### src/rtl/sai_pkg.sv
package sai_pkg;
  localparam int NSRC     = 4;
  localparam int SRC_LOL  = 0;
  localparam int SRC_HOLD = 1;
  localparam int SRC_LOS0 = 2;
  localparam int SRC_LOS1 = 3;

  typedef enum logic [1:0] {
    A_STATUS = 2'd0,
    A_ENABLE = 2'd1,
    A_CTRL   = 2'd2,
    A_LIVE   = 2'd3
  } reg_addr_e;
endpackage

### src/rtl/sai_sync.sv
module sai_sync #(
  parameter int W      = 4,
  parameter int STAGES = 2
) (
  input  logic         clk,
  input  logic         rst_n,
  input  logic [W-1:0] d,
  output logic [W-1:0] q
);
  logic [W-1:0] stg [STAGES];

  always_ff @(posedge clk or negedge rst_n) begin
    if (!rst_n) begin
      for (int k = 0; k < STAGES; k++) stg[k] <= '0;
    end else begin
      stg[0] <= d;
      for (int k = 1; k < STAGES; k++) stg[k] <= stg[k-1];
    end
  end

  assign q = stg[STAGES-1];
endmodule

### src/rtl/sai_lol_qual.sv
module sai_lol_qual (
  input  logic clk,
  input  logic rst_n,
  input  logic unlock_s,
  input  logic sync_pend_s,
  input  logic strict_mode,
  output logic lol_alarm
);
  // In strict mode, release also waits for internal synchronization to settle.
  always_comb lol_alarm = unlock_s | (strict_mode & sync_pend_s);

  p_strict_holds_r5: assert property (@(posedge clk) disable iff (!rst_n)
    (strict_mode && sync_pend_s) |-> lol_alarm);
  p_lock_releases_r5: assert property (@(posedge clk) disable iff (!rst_n)
    (!strict_mode && !unlock_s) |-> !lol_alarm);
endmodule

### src/rtl/sai_flags.sv
module sai_flags #(
  parameter int N = 4
) (
  input  logic         clk,
  input  logic         rst_n,
  input  logic [N-1:0] alarm,
  input  logic [N-1:0] clr,
  output logic [N-1:0] flag
);
  for (genvar i = 0; i < N; i++) begin : g_flag
    always_ff @(posedge clk or negedge rst_n) begin
      if (!rst_n)        flag[i] <= 1'b0;
      else if (alarm[i]) flag[i] <= 1'b1;   // set wins over clear
      else if (clr[i])   flag[i] <= 1'b0;
    end

    p_set_on_alarm_r2: assert property (@(posedge clk) disable iff (!rst_n)
      alarm[i] |=> flag[i]);
    p_sticky_r3: assert property (@(posedge clk) disable iff (!rst_n)
      (flag[i] && !clr[i]) |=> flag[i]);
    p_clear_blocked_r4: assert property (@(posedge clk) disable iff (!rst_n)
      (flag[i] && alarm[i] && clr[i]) |=> flag[i]);
  end
endmodule

### src/rtl/sai_regs.sv
module sai_regs
  import sai_pkg::*;
#(
  parameter int N      = 4,
  parameter int DATA_W = 8
) (
  input  logic              clk,
  input  logic              rst_n,
  input  logic              wr_en,
  input  logic              rd_en,
  input  logic [1:0]        addr,
  input  logic [DATA_W-1:0] wdata,
  input  logic              wp,
  input  logic [N-1:0]      flag,
  input  logic [N-1:0]      live,
  output logic [DATA_W-1:0] rdata,
  output logic [N-1:0]      en,
  output logic              strict_mode,
  output logic [N-1:0]      clr
);
  localparam int PADN = DATA_W - N;
  localparam int PADM = DATA_W - 1;

  reg_addr_e   a;
  logic        cfg_wr;
  logic [DATA_W-1:0] rd_mux;

  always_comb begin
    a      = reg_addr_e'(addr);
    cfg_wr = wr_en && !wp;
    clr    = (wr_en && a == A_STATUS) ? wdata[N-1:0] : '0;
  end

  always_ff @(posedge clk or negedge rst_n) begin
    if (!rst_n) begin
      en          <= '0;
      strict_mode <= 1'b0;
    end else if (cfg_wr) begin
      if (a == A_ENABLE) en          <= wdata[N-1:0];
      if (a == A_CTRL)   strict_mode <= wdata[0];
    end
  end

  always_comb begin
    unique case (a)
      A_STATUS: rd_mux = {{PADN{1'b0}}, flag};
      A_ENABLE: rd_mux = {{PADN{1'b0}}, en};
      A_CTRL:   rd_mux = {{PADM{1'b0}}, strict_mode};
      default:  rd_mux = {{PADN{1'b0}}, live};
    endcase
  end

  always_ff @(posedge clk or negedge rst_n) begin
    if (!rst_n)     rdata <= '0;
    else if (rd_en) rdata <= rd_mux;
  end

  p_wp_enable_r7: assert property (@(posedge clk) disable iff (!rst_n)
    (wr_en && wp) |=> ($stable(en) && $stable(strict_mode)));
endmodule

### src/rtl/sai_alarm_irq.sv
module sai_alarm_irq
  import sai_pkg::*;
#(
  parameter int DATA_W      = 8,
  parameter int SYNC_STAGES = 2
) (
  input  logic              clk,
  input  logic              rst_n,
  input  logic              pll_lock,
  input  logic              sync_done,
  input  logic              hold_alarm,
  input  logic [1:0]        los_alarm,
  input  logic              wr_en,
  input  logic              rd_en,
  input  logic [1:0]        addr,
  input  logic [DATA_W-1:0] wdata,
  input  logic              wp,
  output logic [DATA_W-1:0] rdata,
  output logic              dev_irq,
  output logic              irq_oe,
  output logic              irq_n
);
  localparam int RAW_W = NSRC + 1;

  logic [RAW_W-1:0] raw, raw_s;
  logic [NSRC-1:0]  live, flag, en, clr;
  logic             strict_mode, lol_alarm;

  // Inputs are carried in alarm polarity so the synchronizer resets to "quiet".
  assign raw = {los_alarm[1], los_alarm[0], hold_alarm, ~sync_done, ~pll_lock};

  sai_sync #(.W(RAW_W), .STAGES(SYNC_STAGES)) u_sync (
    .clk(clk), .rst_n(rst_n), .d(raw), .q(raw_s)
  );

  sai_lol_qual u_lol (
    .clk(clk), .rst_n(rst_n), .unlock_s(raw_s[0]), .sync_pend_s(raw_s[1]),
    .strict_mode(strict_mode), .lol_alarm(lol_alarm)
  );

  always_comb begin
    live           = '0;
    live[SRC_LOL]  = lol_alarm;
    live[SRC_HOLD] = raw_s[2];
    live[SRC_LOS0] = raw_s[3];
    live[SRC_LOS1] = raw_s[4];
  end

  sai_flags #(.N(NSRC)) u_flags (
    .clk(clk), .rst_n(rst_n), .alarm(live), .clr(clr), .flag(flag)
  );

  sai_regs #(.N(NSRC), .DATA_W(DATA_W)) u_regs (
    .clk(clk), .rst_n(rst_n), .wr_en(wr_en), .rd_en(rd_en), .addr(addr),
    .wdata(wdata), .wp(wp), .flag(flag), .live(live), .rdata(rdata),
    .en(en), .strict_mode(strict_mode), .clr(clr)
  );

  always_comb begin
    dev_irq = |(flag & en);
    irq_oe  = dev_irq;
    irq_n   = ~irq_oe;
  end

  p_irq_needs_enable_r6: assert property (@(posedge clk) disable iff (!rst_n)
    (en == '0) |-> !dev_irq);
  p_irq_needs_flag_r6: assert property (@(posedge clk) disable iff (!rst_n)
    (flag == '0) |-> (irq_n && !irq_oe));
endmodule

### config.mk
export PLATFORM = sky130hd
export DESIGN_NAME = sai_alarm_irq
export DESIGN_NICKNAME = d
export VERILOG_FILES = /design/src/rtl/sai_pkg.sv /design/src/rtl/sai_sync.sv /design/src/rtl/sai_lol_qual.sv /design/src/rtl/sai_flags.sv /design/src/rtl/sai_regs.sv /design/src/rtl/sai_alarm_irq.sv
export SDC_FILE = /design/constraint.sdc
export NUM_CORES = 1
export LEC_CHECK = 0
export ABC_AREA = 1
export BUFFER_PORTS_ARGS = -buffer_cell sky130_fd_sc_hd__buf_2
export CORE_MARGIN = 2
export CORE_UTILIZATION = 45
export CTS_CLUSTER_DIAMETER = 60
export DETAILED_ROUTE_END_ITERATION = 6
export PLACE_DENSITY_LB_ADDON = 0.15
export SYNTH_ARGS = -nofsm -noshare
export SYNTH_HDL_FRONTEND = slang
export SYNTH_SLANG_ARGS = --single-unit
### constraint.sdc
create_clock -name clk -period 1.6 [get_ports clk]
set_input_delay 0.48 -clock clk [delete_from_list [all_inputs] [get_ports clk]]
set_output_delay 0.48 -clock clk [all_outputs]
set_load 0.02 [all_outputs]
==> results of run 1 <==
[logic make-up after synthesis]
logic type	Yosys count	synth area share, %
other cells	1	0.394
flops	23	60.4
simple gates	49	20.9
buf+inv	23	11.0
compound gates	13	7.23
[power breakdown]
group	switching (W)	total (W)	internal, W	leakage, nW
logic	0.000177	0.000311	0.000133	0.373
registers	0.0000245	0.000657	0.000633	0.264
clock network	0.000170	0.000264	0.0000932	0.0177
[critical path: cells and delay by family, from the launching register on]
| family | cells | cell delay [ps] |
|---|---|---|
| flip-flops | 1 | 410 |
| AND/OR/NAND/NOR | 3 | 280 |
| buffers and inverters | 2 | 170 |
[synth_stat cells]
cell type	n
o21ai_0	1
inv_2	1
nand2_1	29
nand2_2	1
buf_4	5
o22ai_1	1
conb_1	1
nor2_2	2
inv_1	17
o21ai_1	10
o21bai_1	1
nand3_1	6
dfrtp_1	23
nor2_1	11
[layer usage]
| layer | track usage (%) | part of all wire, % | wire (µm) | vias up |
|---|---|---|---|---|
| met5 | 0 | 0 | 0 | - |
| met4 | 4.17 | 0.51 | 9 | 0 |
| met3 | 3.33 | 4.9 | 86 | 2 |
| met2 | 27.4 | 51 | 898 | 22 |
| met1 | 20.6 | 44 | 775 | 361 |
| li1 | - | - | - | 389 |
[path summary, 6_finish.rpt]
check                              startpoint              end  slack [ps]  cells after the start
worst min register to register  u_sync.stg[5]      u_sync.q[0]         360                      0
worst max-delay path             u_regs.en[1]          dev_irq         -40                      5
worst min-delay path                    rst_n  u_flags.flag[3]         110                      1
min in group clk                   hold_alarm    u_sync.stg[7]         270                      1
max in group asynchronous               rst_n    u_sync.stg[9]        1150                      1
worst max register to register   u_regs.en[1]  u_regs.rdata[1]         700                      5
[layout make-up]
type,count,area [µm²],area share [%]
clock buffer,3,22.5,1.88
clock inverter,1,5.00,0.417
inverter,18,67.6,5.63
multi-input combinational,66,307,25.5
sequential,23,576,47.9
tap,27,33.8,2.81
timing repair buffer,31,190,15.8
[state kept, by name, summed over array words and instances, names as in the netlist]
signal and flops:
u_regs.en 4, u_sync.stg 5, u_sync.q 5, u_regs.strict_mode 1, u_flags.flag 4, u_regs.rdata 4
[repair_timing]
action                                  4_1_cts  5_1_grt
pin swaps                                     1        4
buffers inserted                              8        0
resized for setup                             7        4
endpoints found under the setup margin        3        3
[stage by stage]
step	TNS [ps]	utilization, %	power (W)	cells	setup WS [ps]
finish	-120	60.6	0.00123	169	-44.2
global route	-316	60.6	0.00131	169	-111
CTS	-174	59.8	0.00122	169	-59.5
detailed placement	0	54.5	0.000904	157	266
global placement	0	54.5	0.000896	157	291
floorplan	0	-	0.000828	112	33.7
==> flow_metrics.py, run 1 <==
metrics = {
    "status": {
        "status": "finished, violations left",
        "violations": "setup timing",
    },
    "cts": {
        "clkLatencyLatePin_ps": 300,
        "clkSinkCount": 23,
        "cts_hold_buffers": 0,
        "h-tree-depth": 1,
        "clk_path_buf_depth": 2,
        "cts_tree": "done",
        "cts.reportedPaths.clkPinSlew_ps": 120,
        "clock-root-buffer": "clkbuf_4",
        "cts_buffers": 3,
    },
    "synthesis": {
        "syn_area_per_cell_um2": 8.74,
        "synth_seq_area_share_pct": 60.4,
        "yosysUniqueCellTypes": 14,
        "yosys_register_bits": 23,
        "ys_warn_count": 0,
        "syn_area_um2": 952,
        "synth.area.top_cells": "dfrtp_1, nand2_1, inv_1, o21ai_1, nor2_1",
        "postSynthCellCount": 109,
        "synth.largest_area_cell": "dfrtp_1",
        "synth.top_cell.area_share_pct": 60.4,
    },
    "grt": {
        "grt_pass1_vias": 726,
        "grt_pass1_wl_mm": 3.04,
        "gr-total-overflow": 0,
        "grt_antenna_before_repair": 0,
        "grt_max_degree": 24,
        "grt_use_total_pct": 16.1,
    },
    "route": {
        "drtIter0Drc": 6,
        "wire_per_inst_um": 10.5,
        "drc": 0,
        "wl_mm": 1.77,
        "final_antenna_net_count": 0,
        "dr.pass1.iters": 4,
        "avgViaCountPerCell": 4.58,
        "num_vias": 774,
    },
    "worst_setup_path": {
        "start_kind": "flop",
        "cpMaxStageDelayCell": "dfrtp_1",
        "worst-setup-path-type": "flop to output port",
        "cpPeakStageDelay_ps": 410,
        "cp_max_fo": 2,
        "cp.arrival_ps": 1160,
        "cp-end-kind": "output port",
        "required_ps": 1120,
        "crit_path_cell_trace": "nand2_1, nand2_2, nor2_4, inv_2, buf_6",
    },
    "sta": {
        "post-route-period-util_pct": 103,
        "timing.final.ws_setup_ps": -44.2,
        "drv_slew": 0,
        "finClkSkew_ps": 2.15,
        "rsz0062_at_grt": "yes",
        "setup_violations": 3,
        "period_minus_slack_ps": 1640,
        "holdWs_ps": 115,
        "hold_viol": 0,
        "fmax_ghz": 0.608,
    },
    "cells_and_area": {
        "mostFrequentLayoutCells": "nand2_1, dfrtp_1, buf_2",
        "fillerInstances": 181,
        "final_common_cell": "nand2_1",
        "area_growth_pct": 26.1,
        "drive_gt1_share_pct": 31.7,
        "antenna_cells": 0,
        "stdcell_area_mm2": 0.00120,
        "layout.nets": 163,
    },
    "floorplanning": {
        "dieArea_mm2": 0.00250,
        "die_h_um": 50,
        "pin_count": 31,
        "die_x_um": 50,
        "start_util_pct": 48.0,
        "num_rows": 16,
        "core_area_mm2": 0.00198,
    },
    "pwr": {
        "ir_drop_v": 0.000711,
        "power.density_mw_per_mm2": 1030,
        "p_leak_nw": 0.654,
    },
    "run": {
        "maxCapViolCount": 0,
    },
    "placement": {
        "port_buffers": 22,
        "place_area_mm2": 0.00108,
        "gp_congestion": 0.851,
        "hpwl_mm": 1.28,
    },
    "min_path": {
        "hp-class": "input port to asynchronous set/reset pin",
    },
}
No activity file was read; power rests on OpenSTA's default activity.
==> run 2: changes to the inputs <==
CORE_ASPECT_RATIO = 1.25   (was not set)
==> flow_metrics.py, run 2 (same netlist as run 1, synthesis figures left out) <==
metrics = {
    "status": {
        "status": "finished, violations left",
        "violations": "setup timing",
    },
    "placement": {
        "place_area_mm2": 0.00106,
        "port_buffers": 22,
        "gp_congestion": 0.811,
        "hpwl_mm": 1.23,
    },
    "cells_and_area": {
        "mostFrequentLayoutCells": "nand2_1, dfrtp_1, buf_2",
        "finalCoreUtilization_pct": 57.9,
        "final_common_cell": "nand2_1",
        "stdcell_area_mm2": 0.00115,
        "antenna_cells": 0,
        "layout.nets": 159,
        "drive_gt1_share_pct": 29.0,
        "area_growth_pct": 20.5,
    },
    "min_path": {
        "hp-class": "input port to asynchronous set/reset pin",
    },
    "floorplanning": {
        "die_h_um": 55.4,
        "pin_count": 31,
        "dieArea_mm2": 0.00250,
        "die_x_um": 45.1,
        "core_area_mm2": 0.00198,
        "start_util_pct": 48.0,
        "num_rows": 18,
    },
    "sta": {
        "post-route-period-util_pct": 103,
        "finClkSkew_ps": 1.28,
        "setup_violations": 3,
        "holdWs_ps": 115,
        "drv_slew": 0,
        "timing.final.ws_setup_ps": -48.2,
        "fmax_ghz": 0.607,
        "hold_viol": 0,
        "setup_tns_ps": -140,
        "period_minus_slack_ps": 1650,
        "rsz0062_at_grt": "yes",
    },
    "pwr": {
        "power.density_mw_per_mm2": 1050,
        "p_leak_nw": 0.636,
        "ir_drop_v": 0.000704,
    },
    "cts": {
        "cts.reportedPaths.clkPinSlew_ps": 130,
        "cts_buffers": 3,
        "clkLatencyLatePin_ps": 300,
        "clk_path_buf_depth": 2,
        "clkSinkCount": 23,
        "h-tree-depth": 1,
        "cts_hold_buffers": 0,
        "cts_tree": "done",
        "clock-root-buffer": "clkbuf_4",
    },
    "worst_setup_path": {
        "path_buf_inv": 3,
        "worstReg2RegEnd": "u_regs.rdata[3]",
        "r2r_slack_ps": 610,
        "start_kind": "flop",
        "cp.arrival_ps": 1170,
        "cpPeakStageDelay_ps": 410,
        "cp_max_fo": 2,
        "required_ps": 1120,
        "rr_worst_depth": 6,
        "worst-setup-path-type": "flop to output port",
        "cpMaxStageDelayCell": "dfrtp_1",
        "cp-end-kind": "output port",
        "crit_path_cell_trace": "inv_1, o22ai_2, nor2_2, inv_2, buf_6",
        "critPathTopFamily": "flip-flops",
        "rr_startpoint": "u_regs.en[3]",
    },
    "run": {
        "maxCapViolCount": 0,
    },
    "grt": {
        "gr-total-overflow": 0,
        "use_met2_pct": 24.7,
        "grt_max_degree": 24,
        "gr-usage-met3_pct": 2.29,
        "grt_pass1_vias": 727,
        "grt_antenna_before_repair": 0,
        "grt_use_total_pct": 15.3,
        "grt_pass1_wl_mm": 2.88,
        "top_usage_layer": "met2",
        "grt.met1_usage_pct": 19.0,
    },
    "route": {
        "drtIter0Drc": 15,
        "drc": 0,
        "avgViaCountPerCell": 4.68,
        "wire_per_inst_um": 10.5,
        "dr.pass1.iters": 3,
        "num_vias": 739,
        "wl_mm": 1.66,
        "final_antenna_net_count": 0,
    },
}
[run 2: cell types whose count changed in the layout (fill, tap and decap cells not counted)]
cell | before | now
buf_4 | 9 | 5
nand2_1 | 28 | 29
nand2_2 | 2 | 1
nor2_2 | 2 | 3
nor2_4 | 1 | 0
o22ai_2 | 0 | 1
o22ai_4 | 1 | 0
[run 2: final cells by class]
| class | instances | area (µm²) |
|---|---|---|
| sequential | 23 | 576 |
| clock inverter | 1 | 5.00 |
| multi-input combinational | 66 | 292 |
| fill | 199 | 835 |
| tap | 20 | 25.0 |
| timing repair buffer | 27 | 160 |
| clock buffer | 3 | 22.5 |
| inverter | 18 | 67.6 |
[run 2: per-layer routing]
metal / vias up / share of wire (%)
li1: 376 / -
met1: 344 / 45
met2: 17 / 51
met3: 2 / 3.2
met4: 0 / 1.0
met5: - / 0
[run 2: what timing repair did]
item	in CTS	in global routing
gates resized for setup	3	5
buffers inserted	4	1
pin swaps	0	1
hold endpoints to repair	0	0
endpoints found under the setup margin	3	3
[run 2: worst max path at each step]
| stage | from | slack [ps] | depth (start not counted) | endpoint |
|---|---|---|---|---|
| after floorplan | u_regs.en[0] | 30 | 5 | irq_oe |
| after global routing | u_regs.en[0] | -130 | 5 | irq_oe |
| final | u_regs.en[0] | -50 | 5 | dev_irq |
| after global placement | u_regs.en[0] | 250 | 5 | irq_oe |
| after CTS | u_regs.en[0] | -50 | 5 | dev_irq |
| after detailed placement | u_regs.en[0] | 240 | 5 | dev_irq |
[run 2: worst reg2reg max path: stages (launching register included)]
cell	delay, ps
dfrtp_1	400
buf_4	130
buf_4	120
nand2_1	60
nand3_1	60
nand2_1	70
nand2_1	50
[run 2: stage by stage]
step,setup WS [ps],power (W),std cells
final,-48.2,0.00120,158
after detailed placement,241,0.000899,149
after floorplan,33.7,0.000828,112
after global placement,255,0.000893,149
after global routing,-134,0.00126,158
after CTS,-53.4,0.00119,157
[run 2: power breakdown]
| part | total [W] | switching [W] | internal, W |
|---|---|---|---|
| logic | 0.000273 | 0.000157 | 0.000116 |
| registers | 0.000660 | 0.0000271 | 0.000633 |
| clock network | 0.000267 | 0.000174 | 0.0000932 |
| total | 0.00120 | 0.000359 | 0.000842 |
